==> src/rtl/ahb_mux_pkg.sv <==
// Shared codes and types for the AHB data-phase response multiplexer.
// Assumes the single-bit response encoding (0 OKAY, 1 ERROR).
package ahb_mux_pkg;
    localparam logic [1:0] TR_IDLE   = 2'b00;
    localparam logic [1:0] TR_BUSY   = 2'b01;
    localparam logic [1:0] TR_NONSEQ = 2'b10;
    localparam logic [1:0] TR_SEQ    = 2'b11;

    localparam logic RESP_OKAY  = 1'b0;
    localparam logic RESP_ERROR = 1'b1;

    // Default-slave response sequencing
    typedef enum logic [1:0] {
        DS_IDLE = 2'd0,
        DS_ERR1 = 2'd1,
        DS_ERR2 = 2'd2
    } dflt_state_t;
endpackage

==> src/rtl/ahb_mux_decode.sv <==
// Address-phase decoder. Maps region k (k < SLV_N) of the upper address bits
// to one-hot select bit k and to owner index k. Unmapped regions give no
// select bit and owner index SLV_N (the default slave).
// Assumes SLV_N <= 2**RB.
module ahb_mux_decode #(
    parameter int SLV_N = 4,
    parameter int RB    = 4,
    parameter int OW    = 3
) (
    input  logic [RB-1:0]    region,
    output logic [SLV_N-1:0] sel_onehot,
    output logic [OW-1:0]    sel_idx
);
    genvar gk;
    generate
        for (gk = 0; gk < SLV_N; gk++) begin : g_sel
            // One select bit per mapped region
            assign sel_onehot[gk] = (region == RB'(gk));
        end
    endgenerate

    // Encode the region into an owner index, default slave when unmapped
    always_comb begin
        sel_idx = OW'(SLV_N);
        for (int k = 0; k < SLV_N; k++) begin
            if (region == RB'(k)) sel_idx = OW'(k);
        end
    end
endmodule

==> src/rtl/ahb_mux_owner.sv <==
// Data-phase owner register. Loads the address-phase owner index at each
// edge where the global ready is high and holds it otherwise.
// Resets to the default slave index.
module ahb_mux_owner #(
    parameter int OW      = 3,
    parameter int DEF_IDX = 4
) (
    input  logic          clk,
    input  logic          rst_n,
    input  logic          ready,
    input  logic [OW-1:0] next_idx,
    output logic [OW-1:0] owner
);
    // Advance ownership only when the address phase is accepted
    always_ff @(posedge clk) begin
        if (!rst_n)     owner <= OW'(DEF_IDX);
        else if (ready) owner <= next_idx;
    end
endmodule

==> src/rtl/ahb_mux_dflt.sv <==
// Default slave for unmapped regions. An accepted NONSEQ or SEQ transfer
// gives a two-cycle ERROR. Anything else gives a zero-wait OKAY.
// Assumes the caller only asserts take_active for unmapped addresses.
module ahb_mux_dflt
    import ahb_mux_pkg::*;
(
    input  logic       clk,
    input  logic       rst_n,
    input  logic       ready,
    input  logic       unmapped,
    input  logic [1:0] trans,
    output logic       d_ready,
    output logic       d_resp
);
    dflt_state_t state;
    logic        take_active;

    // Active transfer to the default slave accepted this edge
    assign take_active = ready && unmapped &&
                         ((trans == TR_NONSEQ) || (trans == TR_SEQ));

    // Step through the two ERROR cycles, then accept the next transfer
    always_ff @(posedge clk) begin
        if (!rst_n) begin
            state <= DS_IDLE;
        end else begin
            case (state)
                DS_ERR1: state <= DS_ERR2;
                default: state <= take_active ? DS_ERR1 : DS_IDLE;
            endcase
        end
    end

    // Response outputs decoded from the sequencing state
    always_comb begin
        d_ready = (state != DS_ERR1);
        d_resp  = (state == DS_IDLE) ? RESP_OKAY : RESP_ERROR;
    end
endmodule

==> src/rtl/ahb_mux_route.sv <==
// Response router. Passes the owning slave's ready, response and read data
// to the master. Owner index SLV_N selects the default slave, which returns
// zero data.
module ahb_mux_route #(
    parameter int SLV_N = 4,
    parameter int DW    = 32,
    parameter int OW    = 3
) (
    input  logic [OW-1:0]       owner,
    input  logic [SLV_N-1:0]    s_ready,
    input  logic [SLV_N-1:0]    s_resp,
    input  logic [SLV_N*DW-1:0] s_rdata,
    input  logic                d_ready,
    input  logic                d_resp,
    output logic                m_ready,
    output logic                m_resp,
    output logic [DW-1:0]       m_rdata
);
    // Select one source for all three return signals
    always_comb begin
        m_ready = d_ready;
        m_resp  = d_resp;
        m_rdata = '0;
        for (int k = 0; k < SLV_N; k++) begin
            if (owner == OW'(k)) begin
                m_ready = s_ready[k];
                m_resp  = s_resp[k];
                m_rdata = s_rdata[k*DW +: DW];
            end
        end
    end
endmodule

==> src/rtl/ahb_resp_mux.sv <==
// AHB data-phase ready and response multiplexer, top level.
// Decodes the address phase and registers the owner into the data phase
// when hready is high. Returns the owner's ready, response and data.
// Assumes single transfers, one master port and a fixed region map.
module ahb_resp_mux #(
    parameter int SLV_N = 4,
    parameter int DW    = 32,
    parameter int RB    = 4
) (
    input  logic                clk,
    input  logic                rst_n,
    input  logic [RB-1:0]       haddr_top,
    input  logic [1:0]          htrans,
    output logic [SLV_N-1:0]    hsel,
    input  logic [SLV_N-1:0]    slv_hreadyout,
    input  logic [SLV_N-1:0]    slv_hresp,
    input  logic [SLV_N*DW-1:0] slv_hrdata,
    output logic                hready,
    output logic                hresp,
    output logic [DW-1:0]       hrdata
);
    localparam int OW      = $clog2(SLV_N + 1);
    localparam int DEF_IDX = SLV_N;

    logic [OW-1:0] addr_idx;
    logic [OW-1:0] dp_owner;
    logic          dflt_ready;
    logic          dflt_resp;
    logic          unmapped;

    ahb_mux_decode #(.SLV_N(SLV_N), .RB(RB), .OW(OW)) u_decode (
        .region     (haddr_top),
        .sel_onehot (hsel),
        .sel_idx    (addr_idx)
    );

    ahb_mux_owner #(.OW(OW), .DEF_IDX(DEF_IDX)) u_owner (
        .clk      (clk),
        .rst_n    (rst_n),
        .ready    (hready),
        .next_idx (addr_idx),
        .owner    (dp_owner)
    );

    // Unmapped when no mapped select bit is raised
    assign unmapped = (hsel == '0);

    ahb_mux_dflt u_dflt (
        .clk      (clk),
        .rst_n    (rst_n),
        .ready    (hready),
        .unmapped (unmapped),
        .trans    (htrans),
        .d_ready  (dflt_ready),
        .d_resp   (dflt_resp)
    );

    ahb_mux_route #(.SLV_N(SLV_N), .DW(DW), .OW(OW)) u_route (
        .owner   (dp_owner),
        .s_ready (slv_hreadyout),
        .s_resp  (slv_hresp),
        .s_rdata (slv_hrdata),
        .d_ready (dflt_ready),
        .d_resp  (dflt_resp),
        .m_ready (hready),
        .m_resp  (hresp),
        .m_rdata (hrdata)
    );
endmodule

==> config.mk <==
export PLATFORM = sky130hd
export DESIGN_NAME = ahb_resp_mux
export DESIGN_NICKNAME = d
export VERILOG_FILES = /design/src/rtl/ahb_mux_pkg.sv /design/src/rtl/ahb_mux_decode.sv /design/src/rtl/ahb_mux_owner.sv /design/src/rtl/ahb_mux_dflt.sv /design/src/rtl/ahb_mux_route.sv /design/src/rtl/ahb_resp_mux.sv
export SDC_FILE = /design/constraint.sdc
export NUM_CORES = 1
export LEC_CHECK = 0
export ABC_AREA = 1
export BUFFER_PORTS_ARGS = -buffer_cell sky130_fd_sc_hd__buf_2
export CAP_MARGIN = 0
export CORE_AREA = 2 2 70 72
export DETAILED_ROUTE_END_ITERATION = 10
export DIE_AREA = 0 0 72 74
export GPL_TIMING_DRIVEN = 0
export PLACE_DENSITY = 0.71
export SYNTH_ARGS = -nofsm -noshare
export SYNTH_HDL_FRONTEND = slang
export SYNTH_SLANG_ARGS = --single-unit
==> constraint.sdc <==
create_clock -name clk -period 2.1 [get_ports clk]
set_input_delay 0.525 -clock clk [delete_from_list [all_inputs] [get_ports clk]]
set_output_delay 0.525 -clock clk [all_outputs]
set_load 0.05 [all_outputs]
==> results.yml, run 1 <==
flow_run:
  drv.max_cap_violation_count: 0
route:
  detailroute.via_count: 2359
  wire_per_inst_um: 12.0
  vias_per_cell: 4.83
  antenna_violating_nets_post_route: 0
  drt-initial-drc-count: 68
  drc: 0
  first_pass_iters: 4
  route.final.wire_length_um: 5880
clocking:
  tritoncts_num_sinks: 5
  ctsHtreeMaxLevel: 1
  root_buffer: "clkbuf_8"
  clk-insertion-delay-late_ns: 0.22
  tritoncts.num_buffers: 3
  cts-root-to-sink-buffers: 2
  clkSlewWorstSetupHoldPaths_ns: 0.04
  cts_tree: "yes"
sta:
  tightest_slew_ns: 0.326
  finalSetupViolations: 0
  max_slew_vio_count: 0
  max-slew-margin-rel_pct: 78.1
  worst_case_setup_margin_in_the_final_layout_ns: 0.0487
  rsz_0062_raised_after_global_routing: "yes"
  maxClockFrequency_mhz: 487
  timing.clock.skew_ns: 0.00107
  setup_tns_ns: 0
  hold_viol: 0
  finalCriticalPeriod_ns: 2.05
  post-route-period-util_pct: 97.7
final_layout:
  final_layout_size_suffix_gt1_share_pct: 51.8
  layout-area-overhead-vs-synth_pct: 125
  layout_nets: 579
  num-fill-cells: 454
  antenna_cells: 0
  postLayoutCoreUtil_pct: 56.4
critical_path:
  r2r_cells: 11
  r2r_setup_slack_ns: 0.64
  worstPathMaxFanout: 10
  crit_path_start_kind: "flop"
  criticalPathCategory: "reg2out"
  worst_ep_arrival_time_ns: 1.53
  worst_r2r_startpoint: "u_owner.owner[2]"
  critPathCaptureType: "output port"
  critical_path_required_ns: 1.57
  worstReg2RegEnd: "u_owner.owner[2]"
yosys:
  synth.most_common_cell: "nand2_1"
  mean_cell_area_of_the_mapped_netlist_um2: 4.87
  postSynthNetCount: 381
  synth_top_cells_by_area: "nand2_1, nand3_1, nand4_1"
  async_reset_ff_share_pct: 0
  synth-edff-count: 0
  yosys-top-cells-count: "nand2_1, nand3_1, nand4_1, clkbuf_1, inv_1"
  ys_seq_elements: 5
  synth-warning-count: 0
  synthCells: 237
  yosysSeqAreaShare_pct: 8.68
  synth_area_um2: 1150
  area_share_of_the_leading_cell_type_in_the_synthesized_netlist_pct: 33.8
  synth_top_area_cell: "nand2_1"
  yosys.cell_types.count: 17
  synthFlopType: "dfxtp_1"
floorplan:
  fp.coreArea_um2: 4600
  io_pins: 182
  die_w_um: 72
  placementRows: 25
  initial_utilization_pct: 25.1
  design.die.area_um2: 5330
  floorplan.die.height_um: 74
global_route:
  grt.total_usage_pct: 19.5
  maximum_number_of_pins_on_one_net_before_global_route_repair: 11
  globalRoute.totalOverflow: 0
  antenna_found_initial: 0
  number_of_global_route_vias_before_repair: 2077
  grt_first_pass_wirelength_um: 8490
worst_hold_path:
  worst_hold_path.endpoint: "u_dflt.state[1]"
  hold_start: "u_dflt.state[1]"
  hold_path_depth: 3
  hold_path_class: "reg2reg"
pwr:
  power-per-cell-area_nw_per_um2: 465
  leak_nw: 1.39
  power.ir.vdd_worst_uv: 366
place:
  io_buffer_count: 180
  dp.final_hpwl_um: 4530
  gpl.final_weighted_congestion: 0.806
  pre_cts_ws_ns: -0.234
status:
  outcome: "finished clean"
[kinds of logic (layout without fill, tap and decap cells)]
logic type,Yosys count,in the layout,synth area share [%]
DFF,5,5,8.68
buffers and inverters,30,227,10.1
and+or+nand+nor,194,194,77.5
AOI/OAI and AO/OA,8,8,3.69
[where the power goes]
group          switching, mW  internal [mW]
registers             0.0102          0.107
logic                  0.551          0.358
clock network         0.0493          0.130
[how the worst max path moves through the flow]
| stage | start | to | cells after the start |
|---|---|---|---|
| global route | u_owner.owner[1] | hrdata[28] | 8 |
| floorplan | haddr_top[3] | hsel[0] | 3 |
| detailed placement | u_owner.owner[1] | hrdata[15] | 7 |
| CTS | u_owner.owner[1] | hrdata[30] | 8 |
| global placement | u_owner.owner[1] | hrdata[15] | 7 |
| finish | u_owner.owner[1] | hrdata[29] | 8 |
[area by class of cell]
cell class                 count  area [um2]  area share (%)
timing repair buffer         193        1180            45.7
inverter                      13        51.3            1.98
sequential                     5         105            4.05
buffer                        17         178            6.85
clock buffer                   4        45.0            1.74
multi-input combinational    202         961            37.1
tap                           54        67.6            2.61
[registers in the layout, indices dropped and copies added, names as in the netlist]
register,flops
u_owner.owner,3
u_dflt.state,2
[cell usage in the layout (no fill, tap or decap), types with 2 or more instances in the layout]
cell type  count
buf_4         22
buf_6         28
nor3_4         2
inv_1         10
nor3_1         2
clkbuf_4       5
nor2_1        10
nand2_2        2
clkbuf_2       3
dfxtp_1        3
nand4_1       32
nand3_1       40
buf_2        146
o21ai_0        2
clkbuf_8       4
a21oi_1        4
nand2_1      103
buf_8          4
inv_2          2
[through the flow]
stage | hold WS [ns] | total power, mW | cell area (um2) | std cells
after CTS | 0.517 | 1.16 | 2480 | 485
after global placement | 0.505 | 0.859 | 2130 | 471
final | 0.513 | 1.21 | 2590 | 488
after detailed placement | 0.512 | 0.863 | 2130 | 471
after floorplan | 0.481 | 0.610 | 1160 | 237
after global routing | 0.535 | 1.27 | 2590 | 488
[critical path, stage by stage, from the launching register on]
cell	delay, ns
dfxtp_2	0.32
inv_2	0.06
buf_8	0.14
nor3_4	0.15
buf_6	0.16
clkbuf_16	0.15
nand2_1	0.05
nand4_1	0.10
buf_6	0.17
[layer usage]
metal	part of all wire [%]	GRT usage, %	wire length, um
met5	0	0	0
met4	1.1	3.14	66
met3	9.1	3.79	534
met2	51	38.7	2990
met1	39	21.7	2290
[repair_timing]
action,in CTS,in global routing
pin swaps,4,2
buffers inserted,10,3
setup endpoints to repair,34,34
gates resized for setup,84,35
hold buffers,0,0
Note: power is estimated with default switching activity, not from simulation.
==> inputs of run 2 (changes only) <==
==> constraint.sdc (replaced) <==
create_clock -name clk -period 1.9 [get_ports clk]
set_input_delay 0.475 -clock clk [delete_from_list [all_inputs] [get_ports clk]]
set_output_delay 0.475 -clock clk [all_outputs]
set_load 0.05 [all_outputs]
==> run 2 against run 1 <==
Effect of this change:
- the run now ends with setup timing left
- non-clock buffer count is 4 higher
- global-route usage is 2.8 points higher
- total power is 15% higher
- largest cell class unchanged
- highest routed layer unchanged
==> results.yml, run 2 (synthesized netlist as in run 1, its figures left out) <==
sta:
  tightest_slew_ns: 0.322
  maxClockFrequency_mhz: 503
  max_slew_vio_count: 0
  worst_case_setup_margin_in_the_final_layout_ns: -0.0877
  hold_viol: 0
  fin_worst_hold_slack_ns: 0.489
  finalCriticalPeriod_ns: 1.99
  max-slew-margin-rel_pct: 78.3
  finalSetupViolations: 34
  rsz_0062_raised_after_global_routing: "yes"
  timing.clock.skew_ns: 0.00106
  post-route-period-util_pct: 105
  setup_tns_ns: -1.80
final_layout:
  largest_register_ffs: 3
  layout-area-overhead-vs-synth_pct: 144
  final_layout_size_suffix_gt1_share_pct: 57.1
  mostFrequentLayoutCells: "buf_2, nand2_1, nand3_1"
  finalInstanceArea_um2: 2810
  top_register: "u_owner.owner"
  postLayoutCoreUtil_pct: 61.2
  antenna_cells: 0
  num-fill-cells: 418
  layout_commonest_cell: "buf_2"
  final-instance-count-excl-fill: 492
  layout_nets: 583
  largestRegisters: "u_owner.owner (3), u_dflt.state (2)"
floorplan:
  fp.coreArea_um2: 4600
  design.die.area_um2: 5330
  placementRows: 25
  initial_utilization_pct: 25.1
  die_w_um: 72
  floorplan.die.height_um: 74
  io_pins: 182
route:
  route.final.wire_length_um: 6320
  detailroute.via_count: 2388
  first_pass_iters: 4
  drc: 0
  antenna_violating_nets_post_route: 0
  drt-initial-drc-count: 66
  wire_per_inst_um: 12.8
  vias_per_cell: 4.85
clocking:
  cts_hold_repair.buffers: 0
  ctsHtreeMaxLevel: 1
  root_buffer: "clkbuf_8"
  clk-insertion-delay-late_ns: 0.22
  tritoncts.num_buffers: 3
  cts-root-to-sink-buffers: 2
  cts_tree: "yes"
  clkSlewWorstSetupHoldPaths_ns: 0.03
  tritoncts_num_sinks: 5
global_route:
  antenna_found_initial: 0
  grt.total_usage_pct: 22.2
  number_of_global_route_vias_before_repair: 2305
  globalRoute.totalOverflow: 0
  maximum_number_of_pins_on_one_net_before_global_route_repair: 11
  grt_first_pass_wirelength_um: 9780
worst_hold_path:
  worst_hold_path.endpoint: "u_owner.owner[2]"
  hold_start: "rst_n"
  hold_path_depth: 2
  hold_path_class: "in2reg"
flow_run:
  drv.max_cap_violation_count: 0
critical_path:
  critPathCaptureType: "output port"
  crit_path_start_kind: "flop"
  critical_path_required_ns: 1.42
  criticalPathCategory: "reg2out"
  r2r_setup_slack_ns: 0.41
  r2r_cells: 11
  worstReg2RegEnd: "u_owner.owner[2]"
  worstPathMaxFanout: 6
  worst_ep_arrival_time_ns: 1.51
  critPathLaunch: "u_owner.owner[1]"
  worst_r2r_startpoint: "u_owner.owner[1]"
place:
  dp.final_hpwl_um: 4640
  gpl.final_weighted_congestion: 0.830
  pre_cts_ws_ns: -0.252
  placed_area_um2: 2170
  io_buffer_count: 180
  place.detailed.instances: 471
status:
  outcome: "complete, but fails checks"
  failed_checks: "setup timing"
pwr:
  leak_nw: 1.49
  fin_total_pwr_mw: 1.39
  power-per-cell-area_nw_per_um2: 495
  power.ir.vdd_worst_uv: 371
-- run 2: area by class of cell --
cell class	count	area (um2)	area share, %
Buffer	16	216	7.70
Clock buffer	4	45.0	1.60
Inverter	13	53.8	1.91
Multi-Input combinational cell	202	1030	36.7
Sequential cell	5	109	3.87
Tap cell	54	67.6	2.40
Timing Repair Buffer	198	1290	45.9
-- run 2: how the worst max path moves through the flow --
stage | endpoint | slack, ns | cells past startpoint
3_3_place_gp | hrdata[21] | -0.26 | 6
4_1_cts | hrdata[22] | -0.07 | 8
5_1_grt | hrdata[11] | -0.17 | 8
2_1_floorplan | hsel[0] | -0.29 | 3
6_report | hrdata[22] | -0.09 | 8
3_5_place_dp | hrdata[21] | -0.25 | 6
-- run 2: where the power goes --
part / switching [mW] / internal (mW) / total (mW) / leakage (nW)
Clock: 0.0526 / 0.144 / 0.197 / 0.0228
Sequential: 0.0202 / 0.120 / 0.140 / 0.0422
Combinational: 0.620 / 0.437 / 1.06 / 1.42
-- run 2: repair_timing --
item | CTS | global route
resized for setup | 130 | 8
endpoints found under the setup margin | 34 | 34
setup buffers | 16 | 0
cloned | 2 | 0
pin swaps | 12 | 1
-- run 2: worst max-delay path, stage by stage, from the launching register on --
cell and delay [ns]:
dfxtp_2 0.34, inv_4 0.05, buf_6 0.12, nor3_4 0.14
buf_6 0.18, clkbuf_8 0.16, nand2_1 0.05, nand4_1 0.08
buf_6 0.18
-- run 2: layer usage --
metal / share of wire [%] / GRT usage (%)
met5: 0 / 0
met4: 1.9 / 7.55
met3: 6.6 / 3.66
met2: 54 / 43.8
met1: 37 / 24.0
